**src/rtl/ws_enc_pkg.sv**
```systemverilog
package ws_enc_pkg;

  typedef enum logic [2:0] {
    ST_UNINIT = 3'd0,
    ST_BLANK  = 3'd1,
    ST_IDLE   = 3'd2,
    ST_LEAD   = 3'd3,
    ST_DATA   = 3'd4,
    ST_PAD    = 3'd5
  } ws_state_e;

  function automatic int slot_cycles(longint clk_hz, longint rate_hz);
    return int'((clk_hz + rate_hz / 2) / rate_hz);
  endfunction

  // fraction in percent of a slot, rounded in rate units then scaled to clocks
  function automatic int high_cycles(longint clk_hz, longint rate_hz, longint pct);
    longint units;
    units = (pct * rate_hz + 50) / 100;
    return int'((units * longint'(slot_cycles(clk_hz, rate_hz)) + rate_hz / 2) / rate_hz);
  endfunction

  function automatic int latch_cycles(longint clk_hz, longint latch_hz);
    return int'(clk_hz / latch_hz) + 2;
  endfunction

endpackage

```
**src/rtl/ws_byte_fetch.sv**
```systemverilog
module ws_byte_fetch #(
  parameter int CNT_W = 16
) (
  input  logic             clk_i,
  input  logic             rst_ni,
  input  logic             frame_start_i,
  input  logic [CNT_W-1:0] count_i,
  input  logic             active_i,
  input  logic             load_i,
  input  logic             valid_i,
  input  logic [7:0]       data_i,
  output logic             ready_o,
  output logic [7:0]       byte_o,
  output logic             miss_o
);

  logic [CNT_W-1:0] left_q;
  logic [7:0]       buf_q;
  logic             full_q;
  logic             take;

  // no fetch on a load cycle keeps take and consume exclusive
  assign ready_o = active_i && (left_q != '0) && !full_q && !load_i;
  assign take    = valid_i && ready_o;
  assign miss_o  = load_i && !full_q;
  assign byte_o  = full_q ? buf_q : 8'h00;

  always_ff @(posedge clk_i or negedge rst_ni) begin
    if (!rst_ni) begin
      left_q <= '0;
      buf_q  <= '0;
      full_q <= 1'b0;
    end else if (frame_start_i) begin
      left_q <= count_i;
      full_q <= 1'b0;
    end else begin
      if (take) begin
        buf_q  <= data_i;
        full_q <= 1'b1;
        left_q <= left_q - 1'b1;
      end
      if (load_i) begin
        full_q <= 1'b0;
        if (!full_q && left_q != '0) left_q <= left_q - 1'b1;
      end
    end
  end


  one_at_a_time_chk: assert property (@(posedge clk_i) disable iff (!rst_ni)
    (valid_i && ready_o) |=> !ready_o);

endmodule

```
**src/rtl/ws_bit_shift.sv**
```systemverilog
module ws_bit_shift (
  input  logic       clk_i,
  input  logic       rst_ni,
  input  logic       load_i,
  input  logic       shift_i,
  input  logic [7:0] byte_i,
  output logic       msb_o
);

  logic [7:0] sh_q;

  always_ff @(posedge clk_i or negedge rst_ni) begin
    if (!rst_ni)      sh_q <= '0;
    else if (load_i)  sh_q <= byte_i;
    else if (shift_i) sh_q <= {sh_q[6:0], 1'b0};
  end

  assign msb_o = sh_q[7];

endmodule

```
**src/rtl/ws_frame_ctrl.sv**
```systemverilog
module ws_frame_ctrl
  import ws_enc_pkg::*;
#(
  parameter int BIT_CYC   = 63,
  parameter int T0_CYC    = 20,
  parameter int T1_CYC    = 40,
  parameter int LATCH_CYC = 2502,
  parameter int PAD_SLOTS = 2,
  parameter int CNT_W     = 16
) (
  input  logic             clk_i,
  input  logic             rst_ni,
  input  logic             start_i,
  input  logic [CNT_W-1:0] count_i,
  input  logic             bit_i,
  output ws_state_e        state_o,
  output logic             accept_o,
  output logic             load_o,
  output logic             shift_o,
  output logic             line_o
);

  localparam int CYC_MAX = (LATCH_CYC > BIT_CYC) ? LATCH_CYC : BIT_CYC;
  localparam int CYC_W   = $clog2(CYC_MAX + 1);
  localparam int PAD_W   = (PAD_SLOTS > 1) ? $clog2(PAD_SLOTS) : 1;
  localparam logic [CYC_W-1:0] SLOT_LAST  = CYC_W'(BIT_CYC - 1);
  localparam logic [CYC_W-1:0] LATCH_LAST = CYC_W'(LATCH_CYC - 1);
  localparam logic [CYC_W-1:0] T0_LIM     = CYC_W'(T0_CYC);
  localparam logic [CYC_W-1:0] T1_LIM     = CYC_W'(T1_CYC);
  localparam logic [PAD_W-1:0] PAD_LAST   = PAD_W'(PAD_SLOTS - 1);

  ws_state_e        state_q;
  logic [CYC_W-1:0] cyc_q;
  logic [2:0]       bit_q;
  logic [CNT_W-1:0] rem_q;
  logic [PAD_W-1:0] pad_q;
  logic             slot_end;

  assign slot_end = (cyc_q == SLOT_LAST);
  assign accept_o = (state_q == ST_IDLE) && start_i && (count_i != '0);
  assign load_o   = ((state_q == ST_LEAD) && slot_end) ||
                    ((state_q == ST_DATA) && slot_end && (bit_q == 3'd7) && (rem_q != '0));
  assign shift_o  = (state_q == ST_DATA) && slot_end && (bit_q != 3'd7);
  assign line_o   = (state_q == ST_DATA) && (cyc_q < (bit_i ? T1_LIM : T0_LIM));
  assign state_o  = state_q;

  always_ff @(posedge clk_i or negedge rst_ni) begin
    if (!rst_ni) begin
      state_q <= ST_UNINIT;
      cyc_q   <= '0;
      bit_q   <= '0;
      rem_q   <= '0;
      pad_q   <= '0;
    end else begin
      unique case (state_q)
        ST_UNINIT: begin
          state_q <= ST_BLANK;
          cyc_q   <= '0;
        end
        ST_BLANK: begin
          if (cyc_q == LATCH_LAST) begin
            state_q <= ST_IDLE;
            cyc_q   <= '0;
          end else begin
            cyc_q <= cyc_q + 1'b1;
          end
        end
        ST_IDLE: begin
          if (accept_o) begin
            state_q <= ST_LEAD;
            cyc_q   <= '0;
            rem_q   <= count_i - 1'b1;
          end
        end
        ST_LEAD: begin
          if (slot_end) begin
            state_q <= ST_DATA;
            cyc_q   <= '0;
            bit_q   <= '0;
          end else begin
            cyc_q <= cyc_q + 1'b1;
          end
        end
        ST_DATA: begin
          if (slot_end) begin
            cyc_q <= '0;
            if (bit_q == 3'd7) begin
              bit_q <= '0;
              if (rem_q != '0) begin
                rem_q <= rem_q - 1'b1;
              end else begin
                state_q <= ST_PAD;
                pad_q   <= '0;
              end
            end else begin
              bit_q <= bit_q + 1'b1;
            end
          end else begin
            cyc_q <= cyc_q + 1'b1;
          end
        end
        ST_PAD: begin
          if (slot_end) begin
            cyc_q <= '0;
            if (pad_q == PAD_LAST) state_q <= ST_BLANK;
            else                   pad_q   <= pad_q + 1'b1;
          end else begin
            cyc_q <= cyc_q + 1'b1;
          end
        end
        default: state_q <= ST_UNINIT;
      endcase
    end
  end


  slot_bound_chk: assert property (@(posedge clk_i) disable iff (!rst_ni)
    (state_q inside {ST_LEAD, ST_DATA, ST_PAD}) |-> (cyc_q <= SLOT_LAST));


  no_restart_chk: assert property (@(posedge clk_i) disable iff (!rst_ni)
    (state_q == ST_DATA && start_i) |=> (state_q != ST_LEAD));

endmodule

```
**src/rtl/ws_led_encoder.sv**
```systemverilog
module ws_led_encoder
  import ws_enc_pkg::*;
#(
  parameter int CLK_HZ    = 50_000_000,
  parameter int BIT_HZ    = 800_000,
  parameter int T0_PCT    = 32,
  parameter int T1_PCT    = 64,
  parameter int LATCH_HZ  = 20_000,
  parameter int PAD_SLOTS = 2,
  parameter int CNT_W     = 16
) (
  input  logic             clk_i,
  input  logic             rst_ni,
  input  logic             start_i,
  input  logic [CNT_W-1:0] byte_count_i,
  input  logic             byte_valid_i,
  input  logic [7:0]       byte_data_i,
  output logic             byte_ready_o,
  output logic             busy_o,
  output logic             tx_active_o,
  output logic             underrun_o,
  output logic             serial_o
);

  localparam int BIT_CYC   = slot_cycles(CLK_HZ, BIT_HZ);
  localparam int T0_CYC    = high_cycles(CLK_HZ, BIT_HZ, T0_PCT);
  localparam int T1_CYC    = high_cycles(CLK_HZ, BIT_HZ, T1_PCT);
  localparam int LATCH_CYC = latch_cycles(CLK_HZ, LATCH_HZ);

  ws_state_e  state;
  logic       accept, load, shift, line, msb, miss;
  logic [7:0] next_byte;
  logic       serial_q, underrun_q;

  ws_frame_ctrl #(
    .BIT_CYC  (BIT_CYC),
    .T0_CYC   (T0_CYC),
    .T1_CYC   (T1_CYC),
    .LATCH_CYC(LATCH_CYC),
    .PAD_SLOTS(PAD_SLOTS),
    .CNT_W    (CNT_W)
  ) u_ctrl (
    .clk_i   (clk_i),
    .rst_ni  (rst_ni),
    .start_i (start_i),
    .count_i (byte_count_i),
    .bit_i   (msb),
    .state_o (state),
    .accept_o(accept),
    .load_o  (load),
    .shift_o (shift),
    .line_o  (line)
  );

  ws_byte_fetch #(.CNT_W(CNT_W)) u_fetch (
    .clk_i        (clk_i),
    .rst_ni       (rst_ni),
    .frame_start_i(accept),
    .count_i      (byte_count_i),
    .active_i     (tx_active_o),
    .load_i       (load),
    .valid_i      (byte_valid_i),
    .data_i       (byte_data_i),
    .ready_o      (byte_ready_o),
    .byte_o       (next_byte),
    .miss_o       (miss)
  );

  ws_bit_shift u_shift (
    .clk_i  (clk_i),
    .rst_ni (rst_ni),
    .load_i (load),
    .shift_i(shift),
    .byte_i (next_byte),
    .msb_o  (msb)
  );

  always_ff @(posedge clk_i or negedge rst_ni) begin
    if (!rst_ni) begin
      serial_q   <= 1'b0;
      underrun_q <= 1'b0;
    end else begin
      serial_q <= line;
      if (accept)    underrun_q <= 1'b0;
      else if (miss) underrun_q <= 1'b1;
    end
  end

  assign serial_o    = serial_q;
  assign underrun_o  = underrun_q;
  assign busy_o      = (state != ST_IDLE);
  assign tx_active_o = (state inside {ST_LEAD, ST_DATA, ST_PAD});


  line_quiet_chk: assert property (@(posedge clk_i) disable iff (!rst_ni)
    (state != ST_DATA && $past(state) != ST_DATA) |-> !serial_o);


  zero_count_chk: assert property (@(posedge clk_i) disable iff (!rst_ni)
    (!busy_o && start_i && byte_count_i == '0) |=> !busy_o);


  underrun_src_chk: assert property (@(posedge clk_i) disable iff (!rst_ni)
    $rose(underrun_o) |-> $past(tx_active_o));


  tx_busy_chk: assert property (@(posedge clk_i) disable iff (!rst_ni)
    tx_active_o |-> busy_o);

endmodule

```
**config.mk**
```make
export PLATFORM = sky130hd
export DESIGN_NAME = ws_led_encoder
export DESIGN_NICKNAME = d
export VERILOG_FILES = /design/src/rtl/ws_enc_pkg.sv /design/src/rtl/ws_byte_fetch.sv /design/src/rtl/ws_bit_shift.sv /design/src/rtl/ws_frame_ctrl.sv /design/src/rtl/ws_led_encoder.sv
export SDC_FILE = /design/constraint.sdc
export NUM_CORES = 1
export LEC_CHECK = 0
export ABC_AREA = 0
export CORE_ASPECT_RATIO = 1.25
export CORE_MARGIN = 4
export CORE_UTILIZATION = 55
export CTS_BUF_LIST = sky130_fd_sc_hd__clkbuf_16
export CTS_CLUSTER_DIAMETER = 100
export DETAILED_ROUTE_END_ITERATION = 12
export DONT_BUFFER_PORTS = 1
export PLACE_DENSITY = 0.73
export RECOVER_POWER = 50
export SLEW_MARGIN = 20
export SYNTH_ARGS = -nofsm -noshare
export SYNTH_HDL_FRONTEND = slang
export SYNTH_SLANG_ARGS = --single-unit
```
**constraint.sdc**
```tcl
create_clock -name clk_i -period 3.24 [get_ports clk_i]
set_input_delay 0.648 -clock clk_i [delete_from_list [all_inputs] [get_ports clk_i]]
set_output_delay 0.648 -clock clk_i [all_outputs]
set_load 0.01 [all_outputs]
```
======== After elaboration in Yosys (flattened, before gate mapping) ========
Index checks and enable logic that the tools add are counted.
storage, ports and cells
  word-level logic and storage cells ...... 115
  output and inout port bits .............. 5
  input port bits ......................... 28
  bits in registers ....................... 70
operators by class
  add/sub/neg operators ................... 6
  muxes and demuxes ....................... 41
  order comparisons ....................... 1
  equality and inequality tests ........... 19
  bitwise operators ....................... 1
  reduce and logical (&&, ||, !) cells .... 36
operators with widths
  operator                 number
  $mux W16                 8
  $pmux W12 S4             1
  $reduce_bool A16 Y1      3
  $sub A16 B1 Y16 const B  3
  $mux W12                 3
  $mux W3                  11
  $pmux W16 S2             1
  $mux W8                  3
  $pmux W3 S6              1
  $logic_and A1 B1 Y1      14
  $ne A2 B1 Y1 const B     7
  $add A12 B1 Y12 const B  1
  $eq A12 B12 Y1 const B   1
  $eq A12 B6 Y1 const B    1
  $lt A12 B12 Y1           1
  $mux W1                  10
  $reduce_and A5 Y1        2
  $reduce_bool A2 Y1       5
  $eq A3 B3 Y1 const B     3
  $reduce_and A8 Y1        1
  $eq A3 B2 Y1 const B     2
  $mux W6                  1
  $pmux W3 S2              1
  $reduce_bool A3 Y1       2
  15 further kinds         18

======== Depth between registers and ports, before layout ========
  depth in word-level cells ............... 12
  mapped depth ............................ 13
  mapped depth without buffers ............ 9

======== Hierarchy ========
From an unflattened synthesis, not the netlist that was laid out.
second synthesis, totals
  cells, all modules ...................... 535
  area total of the unflattened synthesis .. 4638.2 µm²
modules (own cells, without submodules)
  module          area an instance (µm²)  sequential area each (µm²)  cells an instance  times used
  ws_frame_ctrl   2678.8                  875.8                       334                1
  ws_byte_fetch   1508.9                  625.6                       159                1
  ws_bit_shift    369.1                   200.2                       34                 1
  ws_led_encoder  81.3                    50.0                        8                  1

======== Worst setup path before layout ========
OpenSTA, ideal clock, no wires.
  kind .................................... register to register
  start ................................... register u_ctrl.state_q[1] (netlist: u_ctrl.state_o[1])
  end ..................................... register u_ctrl.rem_q[12]
  library setup time ...................... 0.127 ns
  stages on the path, launching flop included .. 14
  data arrival time ....................... 3.099 ns
  data required time ...................... 3.113 ns
  path slack .............................. 0.014 ns
  buffers on the path ..................... 4
  period minus slack after synthesis ...... 3.226 ns
  cell sequence ........................... dfrtp_1 buf_2 or3b_1 clkbuf_1 buf_2 buf_1 mux2i_1 ha_1 nor4b_1 mux2i_1 a21oi_1 mux2_2 a21oi_1 a21oi_1
between the ends
  longest elaborated chain between the ends .. 5
  elaborated cells between the ends (all ways) .. 11
  classes of those cells .................. eq/ne: 6; mux: 1; reduce/logical: 4
RTL lines
  element                            RTL line                                  source
  start: declaration                 ws_frame_ctrl.sv:32                       ws_state_e state_q;
  start signal: assignment           ws_frame_ctrl.sv:49                       state_q <= ST_UNINIT;
  start signal: assignment           ws_frame_ctrl.sv:57                       state_q <= ST_BLANK;
  start signal: assignment           ws_frame_ctrl.sv:62                       state_q <= ST_IDLE;
  $eq A3 B2 Y1                       ws_frame_ctrl.sv:40, ws_frame_ctrl.sv:55
  $logic_and A1 B1 Y1 (2 in series)  ws_frame_ctrl.sv:40                       assign accept_o = (state_q == ST_IDLE) && start_i && (count_i != '0);
  $ne A2 B2 Y1 (no line)             n/a
  $reduce_and A5 Y1 (no line)        n/a
  end signal: assignment             ws_frame_ctrl.sv:72                       rem_q <= count_i - 1'b1;
  end signal: assignment             ws_frame_ctrl.sv:90                       rem_q <= rem_q - 1'b1;
  end: declaration                   ws_frame_ctrl.sv:35                       logic [CNT_W-1:0] rem_q;
Parallel ways exist; a longest one is shown, timed or not.
A chain may end at the register's enable or synchronous reset.

======== Worst setup path in the final report ========
  start ................................... register u_ctrl.state_q[1] (netlist: u_ctrl.state_o[1])
  end ..................................... register u_ctrl.rem_q[10]
The elaborated chain is that of the path after synthesis.

==> results.json <==
{
  "diodes": 0,
  "final_cell_mix": "dfrtp_1 (70), nand2_1 (50), nor2_1 (46)",
  "relSlewSlack": -0.2072,
  "rows": 36,
  "port_buffers": 0,
  "drive_gt1_frac": 0.1010,
  "status": "complete, but fails checks",
  "async_reset_ff_frac": 1.000,
  "cts_inserted_buffers": 9,
  "tightest_slew_ns": 1.811,
  "regArea_um2": 1752,
  "grt_pass1_wl_um": 18600,
  "synth_warnings": 0,
  "violations": "max-capacitance violations, max-slew violations",
  "cpLargestDelayFamily": "compound AO/OA/AOI/OAI gates",
  "grt_start_max_net_pins": 36,
  "layout.nets": 549,
  "synth_nets": 553,
  "grt_usage": 0.2452,
  "grt_pass1_vias": 3855,
  "cp.depth": 10,
  "drc": 0,
  "final_common_cell": "dfrtp_1",
  "crit_slowest_cell": "o21ai_0",
  "clkSlewWorstSetupHoldPaths_ns": 0.06,
  "hold_viol": 0,
  "cp_data_arrival_time_ns": 3.16,
  "max_stage_delay_ns": 0.53,
  "antenna_found_initial": 0,
  "hold_class": "input port to asynchronous set/reset pin",
  "skew_ns": 0.007000,
  "p_leak_nw": 2.064,
  "postRouteAntennaNets": 0,
  "min_period_ns": 2.950,
  "crit_type": "register to register",
  "multi_input_area_um2": 2609,
  "cts-root-buf": "clkbuf_16",
  "crit_chain": "buf_4, nor3b_4, mux2i_1, ha_1, nor4b_1, nand2_1, o21ai_0, o21ai_0, o21ai_0, a21oi_1",
  "place_hpwl_um": 7754,
  "worstPathMaxFanout": 12,
  "path_common_cell": "o21ai_0",
  "power.density_nw_per_um2": 399.8,
  "timing.fmax_mhz": 339.0,
  "wl_per_cell_um": 18.50,
  "clk_latency_ns": 0.34,
  "worstPathRequired_ns": 3.45,
  "die_w_um": 89.35,
  "area_delta_synth_final_pct": 8.168,
  "fin_crit_sh": 0.9105,
  "die_h_um": 109.7,
  "rsz0062_at_grt": "false",
  "h-tree-depth": 3,
  "crit_buf_inv": 1,
  "nFillCells": 684,
  "maxCapViolations": 1,
  "cts_tree": "built",
  "startpoint_type": "register",
  "vias_per_cell": 6.648,
  "synth-seq-cells": 70,
  "clockBufferDepth": 2,
  "ys_seq_area_frac": 0.3850,
  "first_pass_iters": 5,
  "yosysUniqueCellTypes": 76,
  "io_pins": 33,
  "numClockSinks": 70,
  "syn_inst": 514,
  "routabilityCongestion": 0.8388,
  "ir_drop_mv": 0.3022,
  "dieArea_um2": 9800,
  "wl_um": 11290,
  "drt_iter0_markers": 191,
  "drv_slew": 33,
  "critPathCaptureType": "register",
  "setup_ws_ns": 0.2899,
  "design.core.area_um2": 7928,
  "place_ws_ns": 0.3872,
  "setup_viol": 0,
  "start_util": 0.5739,
  "synth_top_flop_cell": "dfrtp_1",
  "setup_tns_ns": 0,
  "syn_area_um2": 4549,
  "vias": 4055,
  "synth_edf_count": 0,
  "postCtsSetupBuffers": 0,
  "grt_overflow": 0,
  "worst-r2r-cell-count": 10,
  "syn_avg_cell_area_um2": 8.851
}
## cell usage after synthesis (all sizes together) (4+ instances only)
master	count	area [um2]
a31oi	20	140.1
nand2	50	187.7
or4	4	30.03
o211ai	8	60.06
inv	16	60.06
mux2i	8	80.08
a21oi	32	160.2
or3	8	50.05
clkbuf	11	41.29
nand3	21	105.1
buf	17	101.3
dfrtp	70	1752
a21o	5	37.54
ha	11	137.6
o31ai	6	45.04
nor3	31	186.4
xnor2	4	35.03
nor4	5	46.29
nand4	8	56.30
and3	4	25.02
mux2	9	127.6
nor2	46	172.7
o21ai	37	211.5
xor2	6	52.55
nand2b	9	56.30
## worst register-to-register path, cell delays in order, from the launching register on
cell and delay (ns):
dfrtp_1 0.38, buf_4 0.18, nor3b_4 0.23, mux2i_1 0.28, ha_1 0.28, nor4b_1 0.38, nand2_1 0.12, o21ai_0 0.53
o21ai_0 0.19, o21ai_0 0.19, a21oi_1 0.08
## routing by layer
layer  vias up  GRT usage  share of wire
met2       110     0.3978           0.48
met1      1982     0.3040           0.42
met5         -          0              0
li1       1923          -              -
met3        40    0.05922          0.064
met4         0     0.1170          0.040
## repair_timing
action,4_1_cts,5_1_grt
hold buffers,3,1
endpoints found under the hold margin,32,2
resized for setup,0,0
## area by class of cell
cell class,count,area share
inverters,16,0.01220
clock buffers,9,0.04577
flip-flops and latches,70,0.3560
repair buffers,13,0.01932
clock inverters,7,0.01246
well taps,95,0.02415
multi-input cells,400,0.5301
## stage by stage
step	area, um2	total power [mW]	cells	util	hold slack [ns]
finish	4921	1.967	610	0.6207	0.01057
CTS	4933	1.981	609	0.6223	0.00003059
detailed placement	4607	1.015	590	0.5811	0.3548
global placement	4607	1.011	590	0.5811	0.3544
global route	4921	2.039	610	0.6207	0.001870
floorplan	4549	0.9968	514	-	0.3524
## power breakdown
| part | internal, mW | switching (mW) |
|---|---|---|
| clock network | 0.533 | 0.417 |
| logic | 0.0413 | 0.0522 |
| registers | 0.897 | 0.0268 |
## registers in the layout, indices dropped and copies added (netlist names)
name / cells
u_fetch.left_q: 16
u_ctrl.pad_q: 1
underrun_o: 1
u_fetch.full_q: 1
u_ctrl.bit_q: 3
u_ctrl.cyc_q: 12
serial_o: 1
u_fetch.buf_q: 8
u_ctrl.state_o: 3
u_ctrl.rem_q: 16
u_shift.sh_q: 8
## final timing paths
check,from,endpoint,slack [ns]
worst min register to register,u_fetch.buf_q[6],u_fetch.buf_q[6],0.49
worst min-delay path,rst_ni,u_ctrl.rem_q[10],0.01
worst max register to register,u_ctrl.state_o[1],u_ctrl.rem_q[10],0.29
worst max-delay path,u_ctrl.state_o[1],u_ctrl.rem_q[10],0.29
min in group clk_i,byte_count_i[6],u_fetch.left_q[6],0.43
max in group asynchronous,rst_ni,u_fetch.full_q,1.38
## cell families after synthesis
family,share of synthesized area
AOI/OAI and AO/OA,0.2327
xor gates and xnor gates,0.01925
adders and majority gates,0.03025
buffers and inverters,0.04455
DFF,0.3850
muxes,0.04565
and+or+nand+nor,0.2426
Note: power is estimated with default switching activity, not from simulation.
